## src/rtl/gt_pkg.sv

```systemverilog
package gt_pkg;
  typedef enum logic [1:0] {
    MODE_13   = 2'd0,
    MODE_16   = 2'd1,
    MODE_RLD  = 2'd2,
    MODE_16B  = 2'd3
  } gt_mode_e;
endpackage

```

## src/rtl/gt_sync.sv

```systemverilog
module gt_sync #(
  parameter int   STAGES  = 2,
  parameter logic RST_VAL = 1'b1
) (
  input  logic clk,
  input  logic rst_n,
  input  logic d_async,
  output logic q_sync
);
  logic [STAGES-1:0] chain_q;
  logic [STAGES-1:0] chain_d;

  generate
    if (STAGES == 1) begin : g_one
      always_comb chain_d = d_async;
    end else begin : g_many
      always_comb chain_d = {chain_q[STAGES-2:0], d_async};
    end
  endgenerate

  always_ff @(posedge clk or negedge rst_n) begin
    if (!rst_n) chain_q <= {STAGES{RST_VAL}};
    else        chain_q <= chain_d;
  end

  assign q_sync = chain_q[STAGES-1];
endmodule

```

## src/rtl/gt_tick_gen.sv

```systemverilog
module gt_tick_gen #(
  parameter int DIV         = 6,
  parameter int SYNC_STAGES = 2
) (
  input  logic clk,
  input  logic rst_n,
  input  logic src_ext,
  input  logic run_en,
  input  logic gate_en,
  input  logic gate_pin,
  input  logic cnt_pin,
  output logic cnt_tick
);
  localparam int DW = (DIV > 1) ? $clog2(DIV) : 1;
  localparam logic [DW-1:0] DIV_LAST = DW'(DIV - 1);

  logic [DW-1:0] div_q, div_d;
  logic          div_strobe;
  logic          pin_s, gate_s;
  logic          pin_prev_q;
  logic          pin_fall;
  logic          pend_q, pend_d;
  logic          ext_evt;
  logic          src_evt;
  logic          gate_ok;

  gt_sync #(.STAGES(SYNC_STAGES), .RST_VAL(1'b1)) u_pin_sync (
    .clk(clk), .rst_n(rst_n), .d_async(cnt_pin), .q_sync(pin_s)
  );

  gt_sync #(.STAGES(SYNC_STAGES), .RST_VAL(1'b0)) u_gate_sync (
    .clk(clk), .rst_n(rst_n), .d_async(gate_pin), .q_sync(gate_s)
  );

  // free-running divider for the internal source and the external rate limit
  always_comb begin
    div_strobe = (div_q == DIV_LAST);
    div_d      = div_strobe ? '0 : div_q + 1'b1;
  end

  always_ff @(posedge clk or negedge rst_n) begin
    if (!rst_n) div_q <= '0;
    else        div_q <= div_d;
  end

  // falling-edge capture; a pending edge is consumed at the next strobe
  always_comb begin
    pin_fall = pin_prev_q & ~pin_s;
    ext_evt  = div_strobe & (pend_q | pin_fall);
    pend_d   = div_strobe ? 1'b0 : (pend_q | pin_fall);
  end

  always_ff @(posedge clk or negedge rst_n) begin
    if (!rst_n) begin
      pin_prev_q <= 1'b1;
      pend_q     <= 1'b0;
    end else begin
      pin_prev_q <= pin_s;
      pend_q     <= pend_d;
    end
  end

  always_comb begin
    src_evt  = src_ext ? ext_evt : div_strobe;
    gate_ok  = ~gate_en | gate_s;
    cnt_tick = src_evt & run_en & gate_ok;
  end

  AST_TICK_SPACED: assert property (@(posedge clk) disable iff (!rst_n)
    cnt_tick |=> !cnt_tick);

  AST_EXT_RATE: assert property (@(posedge clk) disable iff (!rst_n)
    (src_ext && ext_evt) |=> !ext_evt);
endmodule

```

## src/rtl/gt_count_core.sv

```systemverilog
module gt_count_core
  import gt_pkg::*;
#(
  parameter int BYTE_W  = 8,
  parameter int PRESC_W = 5
) (
  input  logic              clk,
  input  logic              rst_n,
  input  gt_mode_e          mode,
  input  logic              inc,
  input  logic              wr_hi,
  input  logic              wr_lo,
  input  logic [BYTE_W-1:0] wr_data,
  output logic [BYTE_W-1:0] hi_q,
  output logic [BYTE_W-1:0] lo_q,
  output logic              ovf
);
  localparam int FULL_W = 2 * BYTE_W;

  logic [BYTE_W-1:0] hi_d, lo_d;
  logic [FULL_W-1:0] full_inc;
  logic              ld_en;

  always_comb begin
    full_inc = {hi_q, lo_q} + 1'b1;
    hi_d     = hi_q;
    lo_d     = lo_q;
    ovf      = 1'b0;
    if (inc) begin
      case (mode)
        MODE_13: begin
          if (&lo_q[PRESC_W-1:0]) begin
            lo_d[PRESC_W-1:0] = '0;
            hi_d              = hi_q + 1'b1;
            ovf               = &hi_q;
          end else begin
            lo_d[PRESC_W-1:0] = lo_q[PRESC_W-1:0] + 1'b1;
          end
        end
        MODE_RLD: begin
          if (&lo_q) begin
            lo_d = hi_q;
            ovf  = 1'b1;
          end else begin
            lo_d = lo_q + 1'b1;
          end
        end
        default: begin
          {hi_d, lo_d} = full_inc;
          ovf          = &{hi_q, lo_q};
        end
      endcase
    end
    if (wr_hi) hi_d = wr_data;
    if (wr_lo) lo_d = wr_data;
    ld_en = inc | wr_hi | wr_lo;
  end

  always_ff @(posedge clk or negedge rst_n) begin
    if (!rst_n) begin
      hi_q <= '0;
      lo_q <= '0;
    end else if (ld_en) begin
      hi_q <= hi_d;
      lo_q <= lo_d;
    end
  end

  AST_PRESC_TOP_HELD: assert property (@(posedge clk) disable iff (!rst_n)
    (mode == MODE_13 && !wr_lo) |=> lo_q[BYTE_W-1:PRESC_W] == $past(lo_q[BYTE_W-1:PRESC_W]));

  AST_RELOAD_VALUE: assert property (@(posedge clk) disable iff (!rst_n)
    (mode == MODE_RLD && ovf && !wr_lo) |=> lo_q == $past(hi_q));

  AST_RELOAD_HI_KEPT: assert property (@(posedge clk) disable iff (!rst_n)
    (mode == MODE_RLD && !wr_hi) |=> hi_q == $past(hi_q));

  AST_WRITE_WINS: assert property (@(posedge clk) disable iff (!rst_n)
    wr_lo |=> lo_q == $past(wr_data));

  AST_WRAP_ZERO16: assert property (@(posedge clk) disable iff (!rst_n)
    (ovf && (mode == MODE_16 || mode == MODE_16B) && !wr_hi && !wr_lo)
      |=> (hi_q == '0 && lo_q == '0));
endmodule

```

## src/rtl/gt_ovf_flag.sv

```systemverilog
module gt_ovf_flag (
  input  logic clk,
  input  logic rst_n,
  input  logic ovf,
  input  logic ack,
  output logic flag_q
);
  logic flag_d;

  always_comb flag_d = ovf | (flag_q & ~ack);

  always_ff @(posedge clk or negedge rst_n) begin
    if (!rst_n) flag_q <= 1'b0;
    else        flag_q <= flag_d;
  end

  AST_FLAG_ON_OVF: assert property (@(posedge clk) disable iff (!rst_n)
    ovf |=> flag_q);

  AST_ACK_CLEARS: assert property (@(posedge clk) disable iff (!rst_n)
    (ack && !ovf) |=> !flag_q);

  AST_FLAG_STICKY: assert property (@(posedge clk) disable iff (!rst_n)
    (flag_q && !ack) |=> flag_q);
endmodule

```

## src/rtl/gated_timer.sv

```systemverilog
module gated_timer
  import gt_pkg::*;
#(
  parameter int BYTE_W      = 8,
  parameter int PRESC_W     = 5,
  parameter int DIV         = 6,
  parameter int SYNC_STAGES = 2
) (
  input  logic              clk,
  input  logic              rst_n,
  input  logic [1:0]        mode_sel,
  input  logic              src_ext,
  input  logic              run_en,
  input  logic              gate_en,
  input  logic              gate_pin,
  input  logic              cnt_pin,
  input  logic              wr_hi,
  input  logic              wr_lo,
  input  logic [BYTE_W-1:0] wr_data,
  input  logic              int_ack,
  output logic [BYTE_W-1:0] cnt_hi,
  output logic [BYTE_W-1:0] cnt_lo,
  output logic              ovf_irq
);
  logic [1:0] rst_sync_q;
  logic       rst_core_n;
  logic       cnt_tick;
  logic       ovf;
  gt_mode_e   mode;

  // asynchronous assertion, synchronous release
  always_ff @(posedge clk or negedge rst_n) begin
    if (!rst_n) rst_sync_q <= 2'b00;
    else        rst_sync_q <= {rst_sync_q[0], 1'b1};
  end
  assign rst_core_n = rst_sync_q[1];

  assign mode = gt_mode_e'(mode_sel);

  gt_tick_gen #(.DIV(DIV), .SYNC_STAGES(SYNC_STAGES)) u_tick (
    .clk(clk), .rst_n(rst_core_n), .src_ext(src_ext), .run_en(run_en),
    .gate_en(gate_en), .gate_pin(gate_pin), .cnt_pin(cnt_pin),
    .cnt_tick(cnt_tick)
  );

  gt_count_core #(.BYTE_W(BYTE_W), .PRESC_W(PRESC_W)) u_core (
    .clk(clk), .rst_n(rst_core_n), .mode(mode), .inc(cnt_tick),
    .wr_hi(wr_hi), .wr_lo(wr_lo), .wr_data(wr_data),
    .hi_q(cnt_hi), .lo_q(cnt_lo), .ovf(ovf)
  );

  gt_ovf_flag u_flag (
    .clk(clk), .rst_n(rst_core_n), .ovf(ovf), .ack(int_ack), .flag_q(ovf_irq)
  );

  AST_HOLD_STOPPED: assert property (@(posedge clk) disable iff (!rst_core_n)
    (!run_en && !wr_hi && !wr_lo) |=> ($stable(cnt_hi) && $stable(cnt_lo)));

  AST_NO_SPURIOUS_FLAG: assert property (@(posedge clk) disable iff (!rst_core_n)
    (!ovf_irq && !cnt_tick) |=> !ovf_irq);
endmodule

```

## config.mk

```make
export PLATFORM = sky130hd
export DESIGN_NAME = gated_timer
export DESIGN_NICKNAME = d
export VERILOG_FILES = /design/src/rtl/gt_pkg.sv /design/src/rtl/gt_sync.sv /design/src/rtl/gt_tick_gen.sv /design/src/rtl/gt_count_core.sv /design/src/rtl/gt_ovf_flag.sv /design/src/rtl/gated_timer.sv
export SDC_FILE = /design/constraint.sdc
export NUM_CORES = 1
export LEC_CHECK = 0
export BUFFER_PORTS_ARGS = -buffer_cell sky130_fd_sc_hd__clkbuf_2
export CORE_AREA = 2 2 59 61
export DETAILED_ROUTE_END_ITERATION = 8
export DIE_AREA = 0 0 61 63
export PLACE_DENSITY = 0.83
export SLEW_MARGIN = 20
export SYNTH_ARGS = -nofsm -noshare
export SYNTH_HDL_FRONTEND = slang
export SYNTH_SLANG_ARGS = --single-unit
```

## constraint.sdc

```tcl
create_clock -name clk -period 1.2 [get_ports clk]
set_clock_uncertainty 0.05 [all_clocks]
set_input_delay 0 -clock clk [delete_from_list [all_inputs] [get_ports clk]]
set_output_delay 0 -clock clk [all_outputs]
set_load 0.005 [all_outputs]
```

==> results.json, run 1 <==
{
  "result_of_the_run": "finished with violations",
  "failed_checks": "negative hold slack, negative setup slack",
  "worst_ep_arrival_time_ns": 2.16,
  "maxSlewViolCount": 0,
  "ys_top_cells_by_area": "sky130_fd_sc_hd__dfrtp_1 (38%), sky130_fd_sc_hd__dfstp_2 (4.8%), sky130_fd_sc_hd__nand2_1 (4.1%), sky130_fd_sc_hd__nor2_1 (3.7%), sky130_fd_sc_hd__a31oi_1 (3.0%)",
  "critical_path.startpoint": "u_core.lo_q[0]",
  "layout_setup_ws_ns": -0.723,
  "ys_async_sr_fraction": 1.00,
  "power.total_mw": 2.31,
  "drc_errors": 0,
  "clock_transition_at_the_registers_of_the_reported_paths_ns": 0.16,
  "timing.critical_path.required_ns": 1.44,
  "detail_routed_via_count_per_cell": 6.18,
  "tritoncts": "yes",
  "global_route.overflow_total": 0,
  "netlist.top_cell.by_area": "sky130_fd_sc_hd__dfrtp_1",
  "worstHoldPathCells": 3,
  "via_count_of_the_first_global_routing_pass": 1910,
  "yosys_register_bits": 28,
  "post-route-period-util": 1.60,
  "wl_per_cell_um": 20.2,
  "static-leakage-power_nw": 1.22,
  "grt_antenna_before_repair": 0,
  "minimum_period_implied_by_the_final_worst_setup_slack_ns": 1.92,
  "hold_path_class": "in -> reg",
  "worstSkewPairLatency_ns": 0.35,
  "chipHeight_um": 63,
  "max_clock_freq_mhz": 520,
  "ios": 37,
  "synth-warning-count": 0,
  "drive_gt1_frac": 0.516,
  "grt_start_max_net_pins": 21,
  "syn-mean-instance-area_sq_um": 9.34,
  "register_area_sq_um": 706,
  "vias": 2032,
  "grt_usage": 0.314,
  "cts_htree_levels": 1,
  "vdd_ir_drop_max_mv": 0.761,
  "area_of_the_multi_input_gates_sq_um": 1100,
  "cts.sink_count": 28,
  "final_common_cell": "sky130_fd_sc_hd__buf_4",
  "critPathKind": "reg -> reg",
  "die_area_sq_um": 3840,
  "cts-buffers-inserted": 3,
  "synthDominantCellAreaShare": 0.381,
  "dr.pass1.iters": 5,
  "first_pass_grt_wire_length_mm": 9.05,
  "synthesized_netlist_cell_count": 176,
  "timing.max_cap.violations": 0,
  "setup-violations-final": 17,
  "dr.first_iter.drc_count": 249,
  "routabilityCongestion": 0.930,
  "crit_path_start_kind": "flip-flop",
  "coreArea_sq_um": 3230,
  "powerDensity_nw_per_um2": 842,
  "layout.cells.most_common_list": "sky130_fd_sc_hd__buf_4 (47), sky130_fd_sc_hd__clkbuf_2 (36), sky130_fd_sc_hd__dfrtp_1 (24)",
  "ys_seq_area_frac": 0.428,
  "detailed_place_hpwl_mm": 3.69,
  "finalNetCount": 306,
  "report.final.hold_viol_count": 1,
  "floorplan.die.width_um": 61,
  "setup-tns-final_ns": -9.49,
  "num_rows": 21,
  "holdWs_ns": -0.0127,
  "antenna_cells": 0,
  "portBuffers": 36,
  "finalWirelength_mm": 6.65,
  "mappedNetlistNets": 198,
  "number_of_enable_type_register_cells_in_the_synthesized_netlist": 0,
  "end_kind": "flip-flop",
  "hold_path.startpoint": "wr_hi",
  "most_instantiated_flip_flop_cell_in_the_synthesis_netlist": "sky130_fd_sc_hd__dfrtp_1",
  "worstReg2RegStart": "u_core.lo_q[0]",
  "synth_cell_types": 58,
  "cts-root-to-sink-buffers": 2,
  "placement_stage_worst_setup_slack_ns": -0.559,
  "setup_repair_after_global_routing_missed_its_margin": "true",
  "path_max_fanout": 7,
  "postRouteAntennaNets": 0,
  "syn_to_final_growth_pct": 66.8,
  "worstRegToRegCells": 8,
  "root_buffer": "sky130_fd_sc_hd__clkbuf_4",
  "initial_utilization": 0.509,
  "fillCellCount": 155,
  "post_synth_instance_area_sq_um": 1640
}
-- critical path, cell delays in order, from the launching register on --
cell and delay (ns):
sky130_fd_sc_hd__dfrtp_1 0.40, sky130_fd_sc_hd__ha_2 0.19, sky130_fd_sc_hd__buf_4 0.11, sky130_fd_sc_hd__and4_4 0.21
sky130_fd_sc_hd__buf_6 0.11, sky130_fd_sc_hd__nand3_4 0.15, sky130_fd_sc_hd__nor3b_2 0.36, sky130_fd_sc_hd__o211ai_1 0.12
sky130_fd_sc_hd__a21oi_1 0.15
-- stage by stage --
| step | cells | cell area, sq um | utilization |
|---|---|---|---|
| 2_1_floorplan | 176 | 1710 | - |
| 3_3_place_gp | 302 | 2310 | 0.714 |
| 3_5_place_dp | 302 | 2310 | 0.714 |
| 4_1_cts | 324 | 2630 | 0.813 |
| 5_1_grt | 329 | 2740 | 0.849 |
| 6_report | 329 | 2740 | 0.849 |
-- kinds of logic (layout without fill, tap and decap cells) --
| family | count (synthesis) | count (layout) | synth area share |
|---|---|---|---|
| flops | 28 | 28 | 0.428 |
| buf+inv | 15 | 122 | 0.0365 |
| fa+ha+maj | 2 | 2 | 0.0152 |
| mux | 4 | 4 | 0.0259 |
| compound gates | 44 | 44 | 0.200 |
| simple gates | 77 | 77 | 0.265 |
| xor+xnor | 5 | 5 | 0.0266 |
| other cells | 1 | 1 | 0.00228 |
-- per-layer routing --
layer | global-route usage | up-vias | share of wire
met5 | 0 | - | 0
met4 | 0.168 | 0 | 0.054
met3 | 0.0497 | 37 | 0.093
met2 | 0.505 | 160 | 0.48
met1 | 0.393 | 965 | 0.38
li1 | - | 870 | -
-- registers in the layout, indices dropped and copies added, names as in the netlist --
signal,cells
u_core.hi_q,8
u_tick.div_q,3
u_flag.flag_q,1
u_tick.pend_q,1
u_tick.u_gate_sync.chain_q,2
u_core.lo_q,8
rst_sync_q,2
u_tick.u_pin_sync.chain_q,2
u_tick.pin_prev_q,1
-- cell type report --
type | instances | area share
Tap cell | 46 | 0.0210
Inverter | 9 | 0.0123
Clock buffer | 4 | 0.0132
Multi-Input combinational cell | 133 | 0.400
Timing Repair Buffer | 109 | 0.297
Sequential cell | 28 | 0.257
-- cells in the mapped netlist (4+ instances only) --
cell and n:
sky130_fd_sc_hd__nor2_1 16, sky130_fd_sc_hd__dfrtp_1 25, sky130_fd_sc_hd__a31oi_1 8, sky130_fd_sc_hd__nand4_1 5, sky130_fd_sc_hd__nand3_1 5, sky130_fd_sc_hd__o21ai_0 5, sky130_fd_sc_hd__nand2_1 18, sky130_fd_sc_hd__nor3_1 4
sky130_fd_sc_hd__inv_1 8, sky130_fd_sc_hd__and3_1 6, sky130_fd_sc_hd__a21oi_1 7
-- repair_timing --
item / in CTS / in global routing
resized for setup: 24 / 15
hold buffers: 15 / 2
pin swaps: 17 / 18
endpoints found under the hold margin: 21 / 3
setup endpoints to repair: 17 / 17
buffers inserted: 5 / 3
-- power by group --
group	internal (mW)	total [mW]	switching, mW
Clock	0.186	0.479	0.293
Combinational	0.370	0.759	0.389
Sequential	1.01	1.07	0.0577
-- worst paths after layout --
kind	end	slack, ns
min reg2reg	u_flag.flag_q	0.09
min in group asynchronous	u_flag.flag_q	0.09
min	u_core.hi_q[1]	-0.01
max in group asynchronous	u_tick.u_pin_sync.chain_q[0]	0.52
max	u_core.lo_q[1]	-0.72
max reg2reg	u_core.lo_q[1]	-0.72
Power figures use the tool's default switching activity.
==> run 2, diff against run 1 <==
--- a/config.mk
+++ b/config.mk
@@ -5,7 +5,7 @@
 export SDC_FILE = /design/constraint.sdc
 export NUM_CORES = 1
 export LEC_CHECK = 0
-export BUFFER_PORTS_ARGS = -buffer_cell sky130_fd_sc_hd__clkbuf_2
+export BUFFER_PORTS_ARGS = -buffer_cell sky130_fd_sc_hd__buf_2
 export CORE_AREA = 2 2 59 61
 export DETAILED_ROUTE_END_ITERATION = 8
 export DIE_AREA = 0 0 61 63
==> run 2 against run 1 <==
Global-route usage is 4.7 points higher. Fmax is 0.71% lower. First-iteration DRC count is 5.6% higher. Sequential share of layout area is 0.24 points lower. Largest cell class unchanged. Flip-flop and latch count stayed put. Register-to-register slack hardly changed. The run ends with negative setup slack left.
==> results.json, run 2 (synthesis results as in run 1) <==
{
  "result_of_the_run": "finished with violations",
  "failed_checks": "negative setup slack",
  "postPlaceCellArea_sq_um": 2290,
  "grt_usage": 0.361,
  "vias": 2086,
  "via_count_of_the_first_global_routing_pass": 2134,
  "coreArea_sq_um": 3230,
  "wl_per_cell_um": 21.2,
  "root_buffer": "sky130_fd_sc_hd__clkbuf_4",
  "worst_ep_arrival_time_ns": 2.16,
  "portBuffers": 36,
  "finalWirelength_mm": 7.01,
  "global_route.overflow_total": 0,
  "finalNetCount": 308,
  "setup_repair_after_global_routing_missed_its_margin": "true",
  "crit_path_start_kind": "flip-flop",
  "vdd_ir_drop_max_mv": 1.09,
  "final_common_cell": "sky130_fd_sc_hd__buf_4",
  "post-route-period-util": 1.61,
  "fillCellCount": 167,
  "final_design_area_no_fill_sq_um": 2770,
  "floorplan.die.width_um": 61,
  "area_of_the_multi_input_gates_sq_um": 1090,
  "ios": 37,
  "cts-root-to-sink-buffers": 2,
  "tritoncts": "yes",
  "largestRegisters": "u_core.hi_q: 8 flops, u_core.lo_q: 8 flops, u_tick.div_q: 3 flops",
  "die_area_sq_um": 3840,
  "clock_transition_at_the_registers_of_the_reported_paths_ns": 0.17,
  "postLayoutCoreUtil": 0.857,
  "grt_antenna_before_repair": 0,
  "report.final.hold_viol_count": 0,
  "critPathKind": "reg -> reg",
  "chipHeight_um": 63,
  "detailed_place_hpwl_mm": 3.71,
  "cts-buffers-inserted": 3,
  "power.total_mw": 2.33,
  "holdWs_ns": 0.0129,
  "minimum_period_implied_by_the_final_worst_setup_slack_ns": 1.94,
  "setup-violations-final": 17,
  "dr.pass1.iters": 4,
  "grt_start_max_net_pins": 21,
  "end_kind": "flip-flop",
  "syn_to_final_growth_pct": 68.4,
  "drc_errors": 0,
  "hold_path.startpoint": "wr_lo",
  "critical_path.startpoint": "u_core.lo_q[0]",
  "layout.cells.non_filler": 331,
  "routabilityCongestion": 0.921,
  "first_pass_grt_wire_length_mm": 10.3,
  "worstSkewPairLatency_ns": 0.34,
  "placed_cells": 300,
  "timing.critical_path.required_ns": 1.42,
  "cts.sink_count": 28,
  "hold_path_class": "in -> reg",
  "max_clock_freq_mhz": 516,
  "static-leakage-power_nw": 1.23,
  "powerDensity_nw_per_um2": 840,
  "timing.max_cap.violations": 0,
  "dr.first_iter.drc_count": 263,
  "detail_routed_via_count_per_cell": 6.30,
  "num_rows": 21,
  "layout_setup_ws_ns": -0.737,
  "layout.cells.most_common_list": "sky130_fd_sc_hd__buf_4 (43), sky130_fd_sc_hd__buf_2 (36), sky130_fd_sc_hd__dfrtp_1 (24)",
  "register_area_sq_um": 706,
  "cts_htree_levels": 1,
  "initial_utilization": 0.509,
  "postRouteAntennaNets": 0,
  "setup-tns-final_ns": -10.43,
  "antenna_cells": 0,
  "worstReg2RegStart": "u_core.lo_q[0]",
  "path_max_fanout": 6,
  "maxSlewViolCount": 0,
  "placement_stage_worst_setup_slack_ns": -0.550,
  "drive_gt1_frac": 0.491
}
==> run 2: where the power goes <==
group | switching (mW) | total [mW] | internal [mW]
logic | 0.385 | 0.763 | 0.379
registers | 0.0691 | 1.08 | 1.01
clock network | 0.295 | 0.480 | 0.186
total | 0.748 | 2.33 | 1.58
==> run 2: cell type report <==
cell class                 count  share of cell area
inverter                       9              0.0122
tap                           46              0.0208
clock buffer                   4              0.0131
timing repair buffer         111               0.305
sequential                    28               0.255
multi-input combinational    133               0.394
==> run 2: worst paths after layout <==
kind	cells after the start	slack, ns	end
max reg2reg	7	-0.74	u_core.hi_q[3]
max	7	-0.74	u_core.hi_q[3]
max in group asynchronous	1	0.52	u_tick.u_pin_sync.chain_q[0]
min in group asynchronous	0	0.09	u_flag.flag_q
min reg2reg	0	0.09	u_flag.flag_q
min	2	0.01	u_core.lo_q[0]
==> run 2: worst max-delay path, cell delays in order, from the launching register on <==
cell and delay [ns]:
sky130_fd_sc_hd__dfrtp_1 0.46, sky130_fd_sc_hd__ha_4 0.18, sky130_fd_sc_hd__nand4_1 0.22, sky130_fd_sc_hd__o21ai_2 0.25, sky130_fd_sc_hd__buf_4 0.14, sky130_fd_sc_hd__and3_4 0.21, sky130_fd_sc_hd__nand4_1 0.14, sky130_fd_sc_hd__a31oi_1 0.22
==> run 2: metal layers <==
layer,part of all wire,up-vias,GRT usage,wire length [um]
met3,0.094,66,0.104,656
met2,0.48,166,0.578,3390
met5,0,-,0,0
met1,0.35,985,0.405,2430
met4,0.077,0,0.236,541
li1,-,869,-,-
==> run 2: timing repair <==
action / CTS / global route
endpoints found under the hold margin: 21 / 4
pin swaps: 29 / 7
hold buffers: 17 / 4
setup buffers: 7 / 0
setup endpoints to repair: 17 / 17
gates resized for setup: 35 / 5
